## config.mk

```make
export PLATFORM = sky130hd
export DESIGN_NAME = fb_burst_writer
export DESIGN_NICKNAME = d
export VERILOG_FILES = /design/src/rtl/fbw_pkg.sv /design/src/rtl/fbw_in_fifo.sv /design/src/rtl/fbw_burst_eng.sv /design/src/rtl/fbw_regs.sv /design/src/rtl/fb_burst_writer.sv
export SDC_FILE = /design/constraint.sdc
export NUM_CORES = 1
export LEC_CHECK = 0
export CORE_MARGIN = 5
export CORE_UTILIZATION = 45
export CTS_CLUSTER_DIAMETER = 200
export DETAILED_ROUTE_END_ITERATION = 8
export GPL_ROUTABILITY_DRIVEN = 0
export SLEW_MARGIN = 20
export SYNTH_ARGS = -nofsm -noshare
export SYNTH_HDL_FRONTEND = slang
export SYNTH_HIERARCHICAL = 1
export SYNTH_SLANG_ARGS = --single-unit
```

## constraint.sdc

```tcl
create_clock -name clk -period 19.7 [get_ports clk]
set_clock_uncertainty 0.2 [all_clocks]
set_input_delay 1.97 -clock clk [delete_from_list [all_inputs] [get_ports clk]]
set_output_delay 1.97 -clock clk [all_outputs]
set_load 0.005 [all_outputs]
```

## src/rtl/fbw_pkg.sv

```systemverilog
package fbw_pkg;
  typedef enum logic [1:0] {
    ENG_IDLE = 2'd0,
    ENG_ADDR = 2'd1,
    ENG_DATA = 2'd2
  } eng_state_e;

  localparam logic [2:0] RI_CTRL   = 3'd0;
  localparam logic [2:0] RI_BASE   = 3'd1;
  localparam logic [2:0] RI_STATUS = 3'd2;
  localparam logic [2:0] RI_BYTES  = 3'd3;
  localparam logic [2:0] RI_BURSTS = 3'd4;
  localparam logic [2:0] RI_ERRS   = 3'd5;

  localparam logic [1:0] RESP_OKAY  = 2'b00;
  localparam logic [1:0] BURST_INCR = 2'b01;

  localparam logic [1:0]  CTRL_RESET = 2'b10;
  localparam logic [31:0] BASE_RESET = 32'h8000_0000;
endpackage

```

## src/rtl/fbw_in_fifo.sv

```systemverilog
module fbw_in_fifo #(
  parameter int DATA_W       = 32,
  parameter int DEPTH        = 16,
  parameter int FULL_WORDS   = 2048,
  parameter int CANARY_WORDS = 8,
  localparam int AW    = $clog2(DEPTH),
  localparam int CNT_W = AW + 1,
  localparam int IDX_W = $clog2(FULL_WORDS + 1)
) (
  input  logic              clk,
  input  logic              rst_n,
  input  logic              arm,
  input  logic              canary,
  input  logic              in_valid,
  input  logic              in_sof,
  input  logic [DATA_W-1:0] in_data,
  input  logic              pop,
  output logic              head_sof,
  output logic [DATA_W-1:0] head_data,
  output logic [CNT_W-1:0]  count,
  output logic              ovf_pulse
);
  logic [DATA_W:0]    mem [DEPTH];
  logic [AW-1:0]      wr_ptr_q, wr_ptr_d, rd_ptr_q, rd_ptr_d;
  logic [CNT_W-1:0]   cnt_q, cnt_d;
  logic [IDX_W-1:0]   idx_q, idx_d, cur_idx, limit;
  logic               full, want, push;

  always_comb begin
    full      = (cnt_q == CNT_W'(DEPTH));
    cur_idx   = in_sof ? '0 : idx_q;
    limit     = canary ? IDX_W'(CANARY_WORDS) : IDX_W'(FULL_WORDS);
    want      = in_valid && arm && (cur_idx < limit);
    push      = want && !full;
    ovf_pulse = want && full;
    idx_d     = idx_q;
    if (in_valid && (cur_idx < IDX_W'(FULL_WORDS))) idx_d = cur_idx + 1'b1;
    else if (in_valid)                              idx_d = cur_idx;
    wr_ptr_d  = push ? wr_ptr_q + 1'b1 : wr_ptr_q;
    rd_ptr_d  = pop  ? rd_ptr_q + 1'b1 : rd_ptr_q;
    cnt_d     = cnt_q + CNT_W'(push) - CNT_W'(pop);
  end

  always_ff @(posedge clk or negedge rst_n) begin
    if (!rst_n) begin
      wr_ptr_q <= '0;
      rd_ptr_q <= '0;
      cnt_q    <= '0;
      idx_q    <= IDX_W'(FULL_WORDS);
    end else begin
      wr_ptr_q <= wr_ptr_d;
      rd_ptr_q <= rd_ptr_d;
      cnt_q    <= cnt_d;
      idx_q    <= idx_d;
    end
  end

  always_ff @(posedge clk) begin
    if (push) mem[wr_ptr_q] <= {in_sof, in_data};
  end

  assign {head_sof, head_data} = mem[rd_ptr_q];
  assign count = cnt_q;

  a_r8_no_pop_empty: assert property (@(posedge clk) disable iff (!rst_n)
    pop |-> (cnt_q != '0));
  a_r2_no_fill_disarmed: assert property (@(posedge clk) disable iff (!rst_n)
    !arm |=> (cnt_q <= $past(cnt_q)));
  a_r8_bounded: assert property (@(posedge clk) disable iff (!rst_n)
    cnt_q <= CNT_W'(DEPTH));
endmodule

```

## src/rtl/fbw_burst_eng.sv

```systemverilog
module fbw_burst_eng
  import fbw_pkg::*;
#(
  parameter int DATA_W = 32,
  parameter int ADDR_W = 32,
  parameter int BEATS  = 8,
  parameter int CNT_W  = 5,
  parameter int OUT_W  = 4,
  localparam int BURST_BYTES = BEATS * DATA_W / 8,
  localparam int BEAT_W      = $clog2(BEATS)
) (
  input  logic              clk,
  input  logic              rst_n,
  input  logic [ADDR_W-1:0] base,
  input  logic [CNT_W-1:0]  fifo_count,
  input  logic              head_sof,
  input  logic [DATA_W-1:0] head_data,
  output logic              pop,
  output logic              m_awvalid,
  input  logic              m_awready,
  output logic [ADDR_W-1:0] m_awaddr,
  output logic              m_wvalid,
  input  logic              m_wready,
  output logic [DATA_W-1:0] m_wdata,
  output logic              m_wlast,
  input  logic              m_bvalid,
  input  logic [1:0]        m_bresp,
  output logic              burst_done,
  output logic              resp_err,
  output logic              idle
);
  eng_state_e         state_q, state_d;
  logic [BEAT_W-1:0]  beat_q, beat_d;
  logic [ADDR_W-1:0]  off_q, off_d, addr_q, addr_d;
  logic [OUT_W-1:0]   outst_q, outst_d;
  logic               aw_hs, ready_words;

  always_comb begin
    state_d     = state_q;
    beat_d      = beat_q;
    off_d       = off_q;
    addr_d      = addr_q;
    pop         = 1'b0;
    burst_done  = 1'b0;
    ready_words = (fifo_count >= CNT_W'(BEATS));
    aw_hs       = m_awvalid && m_awready;
    unique case (state_q)
      ENG_IDLE: if (ready_words) begin
        addr_d  = head_sof ? base : base + off_q;
        off_d   = (head_sof ? '0 : off_q) + ADDR_W'(BURST_BYTES);
        state_d = ENG_ADDR;
      end
      ENG_ADDR: if (m_awready) begin
        beat_d  = '0;
        state_d = ENG_DATA;
      end
      ENG_DATA: if (m_wready) begin
        pop    = 1'b1;
        beat_d = beat_q + 1'b1;
        if (m_wlast) begin
          burst_done = 1'b1;
          state_d    = ENG_IDLE;
        end
      end
      default: state_d = ENG_IDLE;
    endcase
    outst_d  = outst_q + OUT_W'(aw_hs) - OUT_W'(m_bvalid);
    resp_err = m_bvalid && (m_bresp != RESP_OKAY);
  end

  always_ff @(posedge clk or negedge rst_n) begin
    if (!rst_n) begin
      state_q <= ENG_IDLE;
      beat_q  <= '0;
      off_q   <= '0;
      addr_q  <= '0;
      outst_q <= '0;
    end else begin
      state_q <= state_d;
      beat_q  <= beat_d;
      off_q   <= off_d;
      addr_q  <= addr_d;
      outst_q <= outst_d;
    end
  end

  assign m_awvalid = (state_q == ENG_ADDR);
  assign m_awaddr  = addr_q;
  assign m_wvalid  = (state_q == ENG_DATA);
  assign m_wdata   = head_data;
  assign m_wlast   = (beat_q == BEAT_W'(BEATS - 1));
  assign idle      = (state_q == ENG_IDLE) && !ready_words && (outst_q == '0);

  a_r10_aw_hold: assert property (@(posedge clk) disable iff (!rst_n)
    m_awvalid && !m_awready |=> m_awvalid && $stable(m_awaddr));
  a_r10_w_hold: assert property (@(posedge clk) disable iff (!rst_n)
    m_wvalid && !m_wready |=> m_wvalid && $stable(m_wdata) && $stable(m_wlast));
  a_r5_one_phase: assert property (@(posedge clk) disable iff (!rst_n)
    !(m_awvalid && m_wvalid));
  a_r5_last_ends: assert property (@(posedge clk) disable iff (!rst_n)
    m_wvalid && m_wready && m_wlast |=> !m_wvalid);
  a_r9_idle_quiet: assert property (@(posedge clk) disable iff (!rst_n)
    idle |-> !m_awvalid && !m_wvalid);
  a_r7_resp_issued: assert property (@(posedge clk) disable iff (!rst_n)
    m_bvalid |-> (outst_q != '0));
endmodule

```

## src/rtl/fbw_regs.sv

```systemverilog
module fbw_regs
  import fbw_pkg::*;
#(
  parameter int ADDR_W      = 32,
  parameter int BURST_BYTES = 32
) (
  input  logic              clk,
  input  logic              rst_n,
  input  logic              reg_we,
  input  logic [2:0]        reg_addr,
  input  logic [31:0]       reg_wdata,
  output logic [31:0]       reg_rdata,
  input  logic              burst_done,
  input  logic              resp_err,
  input  logic              ovf_pulse,
  input  logic              idle,
  output logic              arm,
  output logic              canary,
  output logic [ADDR_W-1:0] base
);
  logic [1:0]        ctrl_q, ctrl_d;
  logic [ADDR_W-1:0] base_q, base_d;
  logic              ovf_q, ovf_d, berr_q, berr_d;
  logic [31:0]       bytes_q, bytes_d, bursts_q, bursts_d, errs_q, errs_d;

  always_comb begin
    ctrl_d   = ctrl_q;
    base_d   = base_q;
    if (reg_we && reg_addr == RI_CTRL) ctrl_d = reg_wdata[1:0];
    if (reg_we && reg_addr == RI_BASE) base_d = reg_wdata[ADDR_W-1:0];
    ovf_d    = ovf_q  || ovf_pulse;
    berr_d   = berr_q || resp_err;
    bytes_d  = burst_done ? bytes_q + 32'(BURST_BYTES) : bytes_q;
    bursts_d = burst_done ? bursts_q + 32'd1 : bursts_q;
    errs_d   = resp_err ? errs_q + 32'd1 : errs_q;
    unique case (reg_addr)
      RI_CTRL:   reg_rdata = {30'd0, ctrl_q};
      RI_BASE:   reg_rdata = 32'(base_q);
      RI_STATUS: reg_rdata = {29'd0, ovf_q, berr_q, idle};
      RI_BYTES:  reg_rdata = bytes_q;
      RI_BURSTS: reg_rdata = bursts_q;
      RI_ERRS:   reg_rdata = errs_q;
      default:   reg_rdata = 32'd0;
    endcase
  end

  always_ff @(posedge clk or negedge rst_n) begin
    if (!rst_n) begin
      ctrl_q   <= CTRL_RESET;
      base_q   <= ADDR_W'(BASE_RESET);
      ovf_q    <= 1'b0;
      berr_q   <= 1'b0;
      bytes_q  <= '0;
      bursts_q <= '0;
      errs_q   <= '0;
    end else begin
      ctrl_q   <= ctrl_d;
      base_q   <= base_d;
      ovf_q    <= ovf_d;
      berr_q   <= berr_d;
      bytes_q  <= bytes_d;
      bursts_q <= bursts_d;
      errs_q   <= errs_d;
    end
  end

  assign arm    = ctrl_q[0];
  assign canary = ctrl_q[1];
  assign base   = base_q;

  a_r8_ovf_sticky: assert property (@(posedge clk) disable iff (!rst_n)
    ovf_q |=> ovf_q);
  a_r7_err_sticky: assert property (@(posedge clk) disable iff (!rst_n)
    berr_q |=> berr_q);
  a_r6_bytes_match: assert property (@(posedge clk) disable iff (!rst_n)
    bytes_q == bursts_q * 32'(BURST_BYTES));
  a_r7_errs_bound: assert property (@(posedge clk) disable iff (!rst_n)
    errs_q <= bursts_q);
endmodule

```

## src/rtl/fb_burst_writer.sv

```systemverilog
module fb_burst_writer
  import fbw_pkg::*;
#(
  parameter int DATA_W       = 32,
  parameter int ADDR_W       = 32,
  parameter int FRAME_W      = 64,
  parameter int FRAME_H      = 64,
  parameter int PIX_W        = 16,
  parameter int BEATS        = 8,
  parameter int FIFO_DEPTH   = 16,
  parameter int CANARY_BYTES = 32,
  parameter int OUT_W        = 4
) (
  input  logic                  clk,
  input  logic                  rst_n,
  input  logic                  pix_valid,
  input  logic                  pix_sof,
  input  logic [DATA_W-1:0]     pix_data,
  input  logic                  reg_we,
  input  logic [2:0]            reg_addr,
  input  logic [31:0]           reg_wdata,
  output logic [31:0]           reg_rdata,
  output logic                  m_awvalid,
  input  logic                  m_awready,
  output logic [ADDR_W-1:0]     m_awaddr,
  output logic [7:0]            m_awlen,
  output logic [2:0]            m_awsize,
  output logic [1:0]            m_awburst,
  output logic                  m_wvalid,
  input  logic                  m_wready,
  output logic [DATA_W-1:0]     m_wdata,
  output logic [DATA_W/8-1:0]   m_wstrb,
  output logic                  m_wlast,
  input  logic                  m_bvalid,
  output logic                  m_bready,
  input  logic [1:0]            m_bresp
);
  localparam int BYTES_PER_W  = DATA_W / 8;
  localparam int BURST_BYTES  = BEATS * BYTES_PER_W;
  localparam int FRAME_BYTES  = FRAME_W * FRAME_H * PIX_W / 8;
  localparam int FULL_WORDS   = FRAME_BYTES / BYTES_PER_W;
  localparam int CANARY_WORDS = CANARY_BYTES / BYTES_PER_W;
  localparam int CNT_W        = $clog2(FIFO_DEPTH) + 1;

  logic                 rs1_q, rs2_q, rst_core_n;
  logic                 arm, canary, pop, head_sof, ovf_pulse;
  logic                 burst_done, resp_err, idle;
  logic [DATA_W-1:0]    head_data;
  logic [CNT_W-1:0]     fifo_count;
  logic [ADDR_W-1:0]    base;

  always_ff @(posedge clk or negedge rst_n) begin
    if (!rst_n) {rs2_q, rs1_q} <= 2'b00;
    else        {rs2_q, rs1_q} <= {rs1_q, 1'b1};
  end
  assign rst_core_n = rs2_q;

  fbw_regs #(.ADDR_W(ADDR_W), .BURST_BYTES(BURST_BYTES)) regs_i (
    .clk, .rst_n(rst_core_n), .reg_we, .reg_addr, .reg_wdata, .reg_rdata,
    .burst_done, .resp_err, .ovf_pulse, .idle, .arm, .canary, .base
  );

  fbw_in_fifo #(
    .DATA_W(DATA_W), .DEPTH(FIFO_DEPTH),
    .FULL_WORDS(FULL_WORDS), .CANARY_WORDS(CANARY_WORDS)
  ) fifo_i (
    .clk, .rst_n(rst_core_n), .arm, .canary,
    .in_valid(pix_valid), .in_sof(pix_sof), .in_data(pix_data),
    .pop, .head_sof, .head_data, .count(fifo_count), .ovf_pulse
  );

  fbw_burst_eng #(
    .DATA_W(DATA_W), .ADDR_W(ADDR_W), .BEATS(BEATS),
    .CNT_W(CNT_W), .OUT_W(OUT_W)
  ) eng_i (
    .clk, .rst_n(rst_core_n), .base, .fifo_count, .head_sof, .head_data,
    .pop, .m_awvalid, .m_awready, .m_awaddr, .m_wvalid, .m_wready,
    .m_wdata, .m_wlast, .m_bvalid, .m_bresp, .burst_done, .resp_err, .idle
  );

  assign m_awlen   = 8'(BEATS - 1);
  assign m_awsize  = 3'($clog2(BYTES_PER_W));
  assign m_awburst = BURST_INCR;
  assign m_wstrb   = '1;
  assign m_bready  = 1'b1;
endmodule

```

Word level (Yosys, flattened, before mapping)
Memory sizes are Yosys's and may differ from the RTL's. Index checks and enable logic that the tools add are counted.

Input port bits: 77. RAM bits: 528. Memories kept: 1. Register bits: 232. Word-level logic and storage cells: 94.

Memory list: fifo_i.mem (words 16, width 33, read ports 1, clocked after Yosys merged registers in 0, wr ports 1, line fbw_in_fifo.sv:23) `logic [DATA_W:0] mem [DEPTH];`.

Magnitude comparators: 3. Add/sub/neg operators: 13. Equal/unequal tests: 13. Multiplexer cells: 22. Reduce and logical (&&, ||, !) cells: 24.

Operators with widths (number): $pmux W32 S6 (1); $add A32 B1 Y32 const B (2); $add A32 B6 Y32 const B (2); $mux W32 (2); $mux W12 (4); $add A32 B32 Y32 (1); $add A12 B1 Y12 const B (1); $lt A12 B12 Y1 (1); $lt A12 B12 Y1 const B (1); $logic_and A1 B1 Y1 (11); $eq A3 B3 Y1 const B (3); $add A4 B1 Y4 const B (2); $mux W2 (4); $mux W1 (7); $eq A3 B2 Y1 const B (2); $mux W3 (2); $ne A2 B1 Y1 const B (3); $pmux W2 S3 (1); $pmux W3 S2 (1); $reduce_bool A2 Y1 (3); $add A5 B1 Y5 (1); $eq A5 B5 Y1 const B (1); $ge A5 B4 Y1 const B (1); $sub A5 B1 Y5 (1); other kinds (15) (17).

Longest topological paths before layout
Gate-level depths: netlist of run 1.

Depth in word-level cells: 6. Depth in mapped cells: 18.

By module
Netlist of run 1, hierarchy kept.

By module, submodules not included: fbw_in_fifo (cells an instance 891, area each 21311.7 um2, instances 1); fbw_regs (cells an instance 548, area each 6173.4 um2, instances 1); fbw_burst_eng (cells an instance 558, area each 4764.6 um2, instances 1); fb_burst_writer (cells an instance 22, area each 192.7 um2, instances 1).

Worst setup path after synthesis of run 1
OpenSTA, ideal clock, no wires.

Path type: input-to-reg. From: in pix_sof. To: mem fifo_i/mem[3][0] (netlist bit) (enable). Arrival: 5.228 ns. Setup slack: 13.808 ns. Data required time: 19.036 ns. Cell stages on the path: 7. Path through: nand2b_1 > inv_1 > ha_1 > nand3b_1 > a31oi_1 > nand3_1 > nor3_1.

Longest elaborated chain between the ends: 6.

Ends and longest elaborated chain: from (decl) (line fb_burst_writer.sv:17) `input logic pix_sof,`; $mux W12 (line fbw_in_fifo.sv:31) `cur_idx = in_sof ? '0 : idx_q;`; $lt A12 B12 Y1 (line fbw_in_fifo.sv:33) `want = in_valid && arm && (cur_idx < limit);`; $logic_and A1 B1 Y1 (line fbw_in_fifo.sv:33); $logic_and A1 B1 Y1 (line fbw_in_fifo.sv:34) `push = want && !full;`; $mux W1 (line fbw_in_fifo.sv:59) `if (push) mem[wr_ptr_q] <= {in_sof, in_data};`; $mux W1 (implied by the code) (line fbw_in_fifo.sv:59); to (decl) (line fbw_in_fifo.sv:23).

No other way between the ends.

Worst setup path in the final report of run 1
From: in reg_addr[0]. To: out reg_rdata[15].

Longest elaborated chain between the ends: 2. Elaborated cells between the ends (all ways): 7. Those cells by class: 5 x eq/ne; 1 x mux; 1 x reduce/logical.

Ends and longest elaborated chain: from (decl) (line fb_burst_writer.sv:20) `input logic [2:0] reg_addr,`; $eq A3 B3 Y1, or another cell as far along (line fbw_regs.sv:36) `unique case (reg_addr)`; $pmux W32 S6 * (line fbw_regs.sv:36); to (decl) (line fb_burst_writer.sv:22) `output logic [31:0] reg_rdata,`.

Mark *: on every way between the ends. The rest lies on a longest branch, timed or not.

==> impl_results.md, run 1 <==
- WL final: between 70 and 80 mm
- Top Ports: about 190
- Fin crit share: 0.355
- H-tree depth: 3
- Post-CTS Setup Inserts: 0
- PostCTS Resize Cnt: 0
- # rows: 98
- Critical path fanouts, max: 28
- Root Buffer: clkbuf_16
- RSZ-0062 raised after global routing: false
- Post-DP HPWL: 47.1 mm
- Required @ worst endpoint: 17.53 ns
- Nets: 2309
- CP Class: input port to output port
- Register Area: 21400 um^2
- Max-cap violations: 0
- Setup tns final: 0 ns
- Routed vias: 18200
- Buffer depth of the longest clock path: 3
- Die Ht: 279 um
- Vias in the first global route: 18500
- Arrival time at the worst endpoint: 4.83 ns
- Startpoint class of the critical path: input port
- Final ANT Viol Nets: 0
- Multi-input gate area: 10200 um^2
- Cells taking the most area after synthesis: edfxtp_1 49%, dfrtp_1 17%, mux4_2 11%, xnor2_1 2.2%, ha_1 1.9%
- Die Area: 77600 um^2
- Critical path's most frequent cell: clkdlybuf4s50_1
- Worst-margin pin slew: ~1.1 ns
- Fill cell count: 5777
- CTS tree: built
- Cells after Synth: 2019
- Worst path slowest cell: nor2b_2
- CP cell instances: clkdlybuf4s50_1 -> nor2b_1 -> nor2b_2 -> a22oi_1 -> nand2_1 -> clkdlybuf4s50_1
- Finished Core Util: 0.525
- Yosys reg bits: 750
- Yosys cell types: 80
- Synth Area per Inst: 16.1 um^2
- Cts-stage hold buffer count: 0
- LEAKAGE: 13.6 nW
- Slowest stage delay, CP: 0.92 ns
- Grt ovf: 0
- Area leader, netlist: edfxtp_1
- Worst-Skew Late Latency: approximately 0.61 ns
- Via/cell ratio: 5.68
- Die X: between 200 and 300 um
- CORE AREA: 71500 um^2
- Clk pin slew, worst setup/hold paths: 0.06 ns
- Main synth FF type: edfxtp_1
- DRT iter0 DRCs: 1591
- Setup violations, final: 0
- IR drop worst, VDD: 0.0873 mV
- Max Clk Rate: 143 MHz
- Yosys warnings: 6
- Area growth syn-to-layout: 15.7%
- Status: finished clean
- GRT Total Usage: 0.201
- Largest net degree at the start of global routing: 164
- Synth top cells by count: 528 x edfxtp_1, 219 x dfrtp_1, 165 x mux4_2
- First-pass GRT wire length: 119 mm
- Total CTS buffers: 80
- Final Hold Viols: 0
- IO Port Bufs: 175
- Yosys top cell area share: 0.489
- Sink Count: 750
- Initial antenna violation count: 2
- Dpl cells: 3046
- Initial Utilization: 0.454
- Worst Hold Class: flip-flop to flip-flop
- Drt pass-1 iters: 6
- WP buf/inv: 2
- Non-Filler Instances: around 3200
- Register area share after synthesis: 0.660
- DRC Markers: 0
- Largest delay contributor family on the critical path: simple AND/OR/NAND/NOR gates
- CP Capture Type: output port
- Tmin final: 7.00 ns
- Syn Std Cell Area: 32400 um^2
- Pwr/cell area: between 100 and 150 nW/um^2
- Max-slew headroom: 0.268
- Post-synth EDFFs: about 530
- Asr flop ratio synth: 0.296
- WL per Instance: 24.7 um
- Top-count cell post-synth: edfxtp_1
- Proportion of layout cells with a drive suffix above 1: 0.181
- Fin. max-slew vios: 0
==> layer usage <==
metal | up-vias | routed length [um] | part of all wire | global-route usage
met5 | - | 31 | 0.00039 | 0
li1 | 8077 | - | - | -
met3 | 110 | 5030 | 0.064 | 0.0382
met2 | 556 | 38900 | 0.49 | 0.335
met4 | 4 | 1850 | 0.023 | 0.0564
met1 | 9403 | 33000 | 0.42 | 0.274
==> worst reg2reg max path: stages (launching register included) <==
cell and delay (ns):
dfrtp_4 1.09, buf_4 0.92, mux4_2 0.50, mux4_2 0.49, buf_4 0.36, nor2b_2 0.32
and3_1 0.26, and3_1 0.27, and3_1 0.29, inv_1 0.06, nor2_1 0.25, nand4_1 0.15
xor2_1 0.16, o21ai_0 0.14
==> metrics by stage <==
stage          hold slack, ns  area, um^2  setup slack [ns]  total power [mW]
6_report                0.147       37500             12.70              4.75
5_1_grt                 0.159       37500             12.59              5.00
4_1_cts                 0.148       37500             12.78              4.82
3_5_place_dp            0.135       34900             12.79              3.34
3_3_place_gp            0.136       34900             13.00              3.33
2_1_floorplan           0.131       32500             12.86              2.89
==> registers in the layout (all words and copies together) (netlist names) <==
register,cells
regs_i/ctrl_q,2
fifo_i/count,5
eng_i/state_q,2
regs_i/base,32
regs_i/bytes_q,27
eng_i/m_awaddr,32
regs_i/bursts_q,32
fifo_i/idx_q,12
fifo_i/rd_ptr_q,4
regs_i/ovf_q,1
rs1_q,1
eng_i/beat_q,3
regs_i/errs_q,32
eng_i/off_q,27
eng_i/outst_q,4
fifo_i/wr_ptr_q,4
rs2_q,1
fifo_i/mem,528
regs_i/berr_q,1
==> worst paths after layout <==
check                                                end                           start  depth (start not counted)  slack (ns)
min in group asynchronous  eng_i/m_awaddr[6]$_DFFE_PN0P_                 rs2_q$_DFF_PN0_                          0        0.22
hold / removal                           rs2_q$_DFF_PN0_                 rs1_q$_DFF_PN0_                          0        0.15
setup / recovery                           reg_rdata[15]                     reg_addr[0]                          6       12.70
max in group asynchronous   regs_i/errs_q[0]$_DFFE_PN0P_                 rs2_q$_DFF_PN0_                          1       17.72
hold reg to reg                          rs2_q$_DFF_PN0_                 rs1_q$_DFF_PN0_                          0        0.15
setup reg to reg             eng_i/off_q[26]$_DFFE_PN0P_  fifo_i/rd_ptr_q[1]$_DFFE_PN0P_                         13       14.14
==> power breakdown <==
group / internal, mW / switching [mW]
clock: 0.849 / 0.608
combinational: 0.692 / 0.635
sequential: 1.82 / 0.145
total: 3.36 / 1.39
==> placed cells by master, fill, tap and decap left out, types with 5 or more instances in the layout <==
cell type        synthesis  layout
a21o_1                  15      15
a21oi_1                 45      45
a22oi_1                 61      61
and2_1                  10      10
and3_1                  34      24
and3_2                   1      11
and4_1                  11       8
buf_4                   50      26
bufinv_16                0       5
clkbuf_1                51      21
clkbuf_16                0      82
clkdlybuf4s50_1          0     175
clkinv_1                 0      16
clkinv_2                 0      13
conb_1                   2      19
dfrtp_1                219     214
edfxtp_1               528     528
ha_1                    50      50
inv_1                   28      28
mux2_2                  44      44
mux2i_1                 13      13
mux4_2                 165     165
nand2_1                164     164
nand3_1                 66      66
nand4_1                 36      36
nor2_1                  47      46
nor2b_1                 15      13
nor3_1                  22      20
nor3b_1                  7       6
nor4_1                  10       9
nor4_2                   6       7
o21ai_0                 49      49
o21ai_1                  6       6
xnor2_1                 80      80
xor2_1                  65      65
==> layout make-up <==
cell class,count,share of cell area
Clock inverter,40,0.00996
Sequential cell,750,0.571
Inverter,29,0.00290
Tap cell,950,0.0317
Multi-Input combinational cell,1114,0.273
Clock buffer,107,0.0582
Antenna cell,1,0.0000667
Timing Repair Buffer,204,0.0537
==> kinds of logic after synthesis <==
group           Yosys count  share of synthesized area
fa+ha+maj                53                     0.0211
simple gates            461                     0.0739
mux                     223                      0.134
other cells               2                   0.000231
flops                   750                      0.660
xor+xnor                145                     0.0391
compound gates          213                     0.0431
buf+inv                 172                     0.0282
Power figures use the tool's default switching activity.
==> run 2: changes to the inputs <==
- PLACE_DENSITY: unset -> 0.66
- clock period: 19.7 -> 5.9 ns (I/O delays scaled with it)
==> impl_results.md, run 2 (same netlist as run 1, synthesis figures left out) <==
- Max-cap violations: 0 (unchanged)
- Fin. max-slew vios: 0 (unchanged)
- CORE AREA: 71500 um^2 (unchanged)
- Met2 Wirelength: 37.4 mm (was 38.9 mm)
- Top Layer Used: met5 (unchanged)
- Dpl cells: 3050 (was 3046)
- CP Class: flip-flop to output port (was input port to output port)
- Tmin final: 4.63 ns
- Top Ports: 194 (unchanged)
- Non-Filler Instances: 3203 (was 3195)
- WL final: 74.0 mm (was 78.9 mm)
- Area growth syn-to-layout: 16.1% (was 15.7%)
- Sink Count: 750 (unchanged)
- Initial Utilization: 0.454 (unchanged)
- Startpoint class of the critical path: flip-flop (was input port)
- Max Clk Rate: 216 MHz
- Commonest cells after routing, fill and taps aside: 528 x edfxtp_1, 214 x dfrtp_1, 175 x clkdlybuf4s50_1 (unchanged)
- Routed vias: 18100 (was 18200)
- CTS tree: built (unchanged)
- Die Ht: 279 um (unchanged)
- RSZ-0062 raised after global routing: false (unchanged)
- Pwr/cell area: 421 nW/um^2 (was 127 nW/um^2)
- Fin crit share: 0.785
- Drt pass-1 iters: 7 (was 6)
- Power, Total: 15.8 mW (was 4.75 mW)
- Setup violations, final: 0 (unchanged)
- Flop2flop setup slack: 1.74 ns (was 14.14 ns)
- H-tree depth: 3 (unchanged)
- Vias in the first global route: 18600 (was 18500)
- Met3 wire len: 3.56 mm (was 5.03 mm)
- Worst-margin pin slew: 1.11 ns (was 1.09 ns)
- Switching pwr: 4.66 mW (was 1.39 mW)
- CP Capture Type: output port (unchanged)
- Seq pwr share: 0.411 (was 0.414)
- Clk pin slew, worst setup/hold paths: 0.06 ns (about the same)
- Required @ worst endpoint: 5.11 ns (was 17.53 ns)
- Max reg flops: 528 (unchanged)
- First-pass GRT wire length: 114 mm (was 119 mm)
- Via/cell ratio: 5.65 (was 5.68)
- WL per Instance: 23.1 um (was 24.7 um)
- Die Area: 77600 um^2 (unchanged)
- Fill cell count: 5709 (was 5777)
- Int Power: 11.2 mW (was 3.36 mW)
- Status: finished clean (unchanged)
- Nets: 2314 (was 2309)
- Die X: 279 um (unchanged)
- Largest net degree at the start of global routing: 153 (was 164)
- Worst Hold Class: flip-flop to flip-flop (unchanged)
- IO Port Bufs: 175 (unchanged)
- Arrival time at the worst endpoint: 3.84 ns (was 4.83 ns)
- Switching share of power: 0.294 (was 0.292)
- Final Hold Viols: 0 (unchanged)
- DRT iter0 DRCs: 1502 (was 1591)
- Worst-Skew Late Latency: 0.63 ns (was 0.61 ns)
- Most common cell after layout, fill and taps aside: edfxtp_1 (unchanged)
- Critical path fanouts, max: 115 (was 28)
- Post-CTS Setup Inserts: 0 (unchanged)
- # rows: 98 (unchanged)
- Final ANT Viol Nets: 0 (unchanged)
- Total CTS buffers: 80 (unchanged)
- LEAKAGE: 13.6 nW (about the same)
- Combinational Power Share: 0.277 (was 0.279)
- DRC Markers: 0 (unchanged)
- Proportion of layout cells with a drive suffix above 1: 0.187 (was 0.181)
- Grt ovf: 0 (unchanged)
- Largest Register: fifo_i/mem (unchanged)
- WL met1: 31.0 mm (was 33.0 mm)
- IR drop worst, VDD: 0.349 mV (was 0.0873 mV)
- Max-slew headroom: 0.260 (was 0.268)
- Clock Power Share: 0.312 (was 0.307)
- Root Buffer: clkbuf_16 (unchanged)
- Setup tns final: 0 ns (unchanged)
- Initial antenna violation count: 6 (was 2)
- Post-DP HPWL: 46.8 mm (was 47.1 mm)
- GRT Total Usage: 0.188 (was 0.201)
- Buffer depth of the longest clock path: 3 (unchanged)
-- run 2: changes by cell type in the layout (fill, tap and decap cells not counted), moves of 2 or more --
| cell | before | now |
|---|---|---|
| buf_4 | 26 | 30 |
| clkbuf_1 | 21 | 15 |
| clkinv_1 | 16 | 14 |
| clkinv_16 | 1 | 6 |
| clkinv_8 | 2 | 0 |
| clkinvlp_4 | 1 | 4 |
| diode_2 | 1 | 4 |
-- run 2: critical path, cell delays in order (launching register included) --
cell and delay (ns):
dfrtp_4 0.72, buf_12 0.72, mux4_2 0.61, mux4_2 0.53, clkdlybuf4s50_1 0.48
-- run 2: path summary, 6_finish.rpt --
check                                               start                            end  cells past startpoint
max                        fifo_i/rd_ptr_q[0]$_DFFE_PN0P_                     m_wdata[7]                      4
min                                       rs1_q$_DFF_PN0_                rs2_q$_DFF_PN0_                      0
max reg2reg                fifo_i/rd_ptr_q[1]$_DFFE_PN0P_    eng_i/off_q[26]$_DFFE_PN0P_                     11
min reg2reg                               rs1_q$_DFF_PN0_                rs2_q$_DFF_PN0_                      0
max in group asynchronous                 rs2_q$_DFF_PN0_  regs_i/errs_q[26]$_DFFE_PN0P_                      1
min in group asynchronous                 rs2_q$_DFF_PN0_    eng_i/beat_q[2]$_DFFE_PN0P_                      0
-- run 2: metal layers --
layer | vias up | track usage
met5 | - | 0
met4 | 2 | 0.0565
met3 | 126 | 0.0331
met2 | 474 | 0.319
met1 | 9413 | 0.252
li1 | 8073 | -
-- run 2: area by class of cell --
type | count | area (um^2) | area share
well taps | 950 | 1190 | 0.0316
multi-input cells | 1114 | 10200 | 0.272
clock inverters | 46 | 499 | 0.0133
repair buffers | 209 | 2040 | 0.0542
flip-flops and latches | 750 | 21400 | 0.569
diodes | 4 | 10.0 | 0.000266
inverters | 29 | 109 | 0.00289
clock buffers | 101 | 2150 | 0.0571
-- run 2: power by group through the flow --
stage	registers [mW]	clock network (mW)	logic, mW
floorplan	6.39	0	3.25
global placement	6.62	0	4.41
detailed placement	6.63	0	4.45
CTS	6.53	5.05	4.47
global route	6.57	5.29	4.77
finish	6.52	4.94	4.39
-- run 2: timing repair --
item | in CTS | in global routing
gates resized for setup | 0 | 0
endpoints found under the hold margin | 2 | 0
hold buffers | 1 | 0
-- run 2: stage by stage --
stage | instance area (um^2) | util | setup slack, ns | hold slack, ns
2_1_floorplan | 32500 | - | 1.37 | 0.0944
3_3_place_gp | 35000 | 0.489 | 1.72 | 0.138
3_5_place_dp | 35000 | 0.489 | 1.63 | 0.136
4_1_cts | 37600 | 0.526 | 1.17 | 0.151
5_1_grt | 37700 | 0.527 | 0.993 | 0.155
6_report | 37700 | 0.527 | 1.27 | 0.148
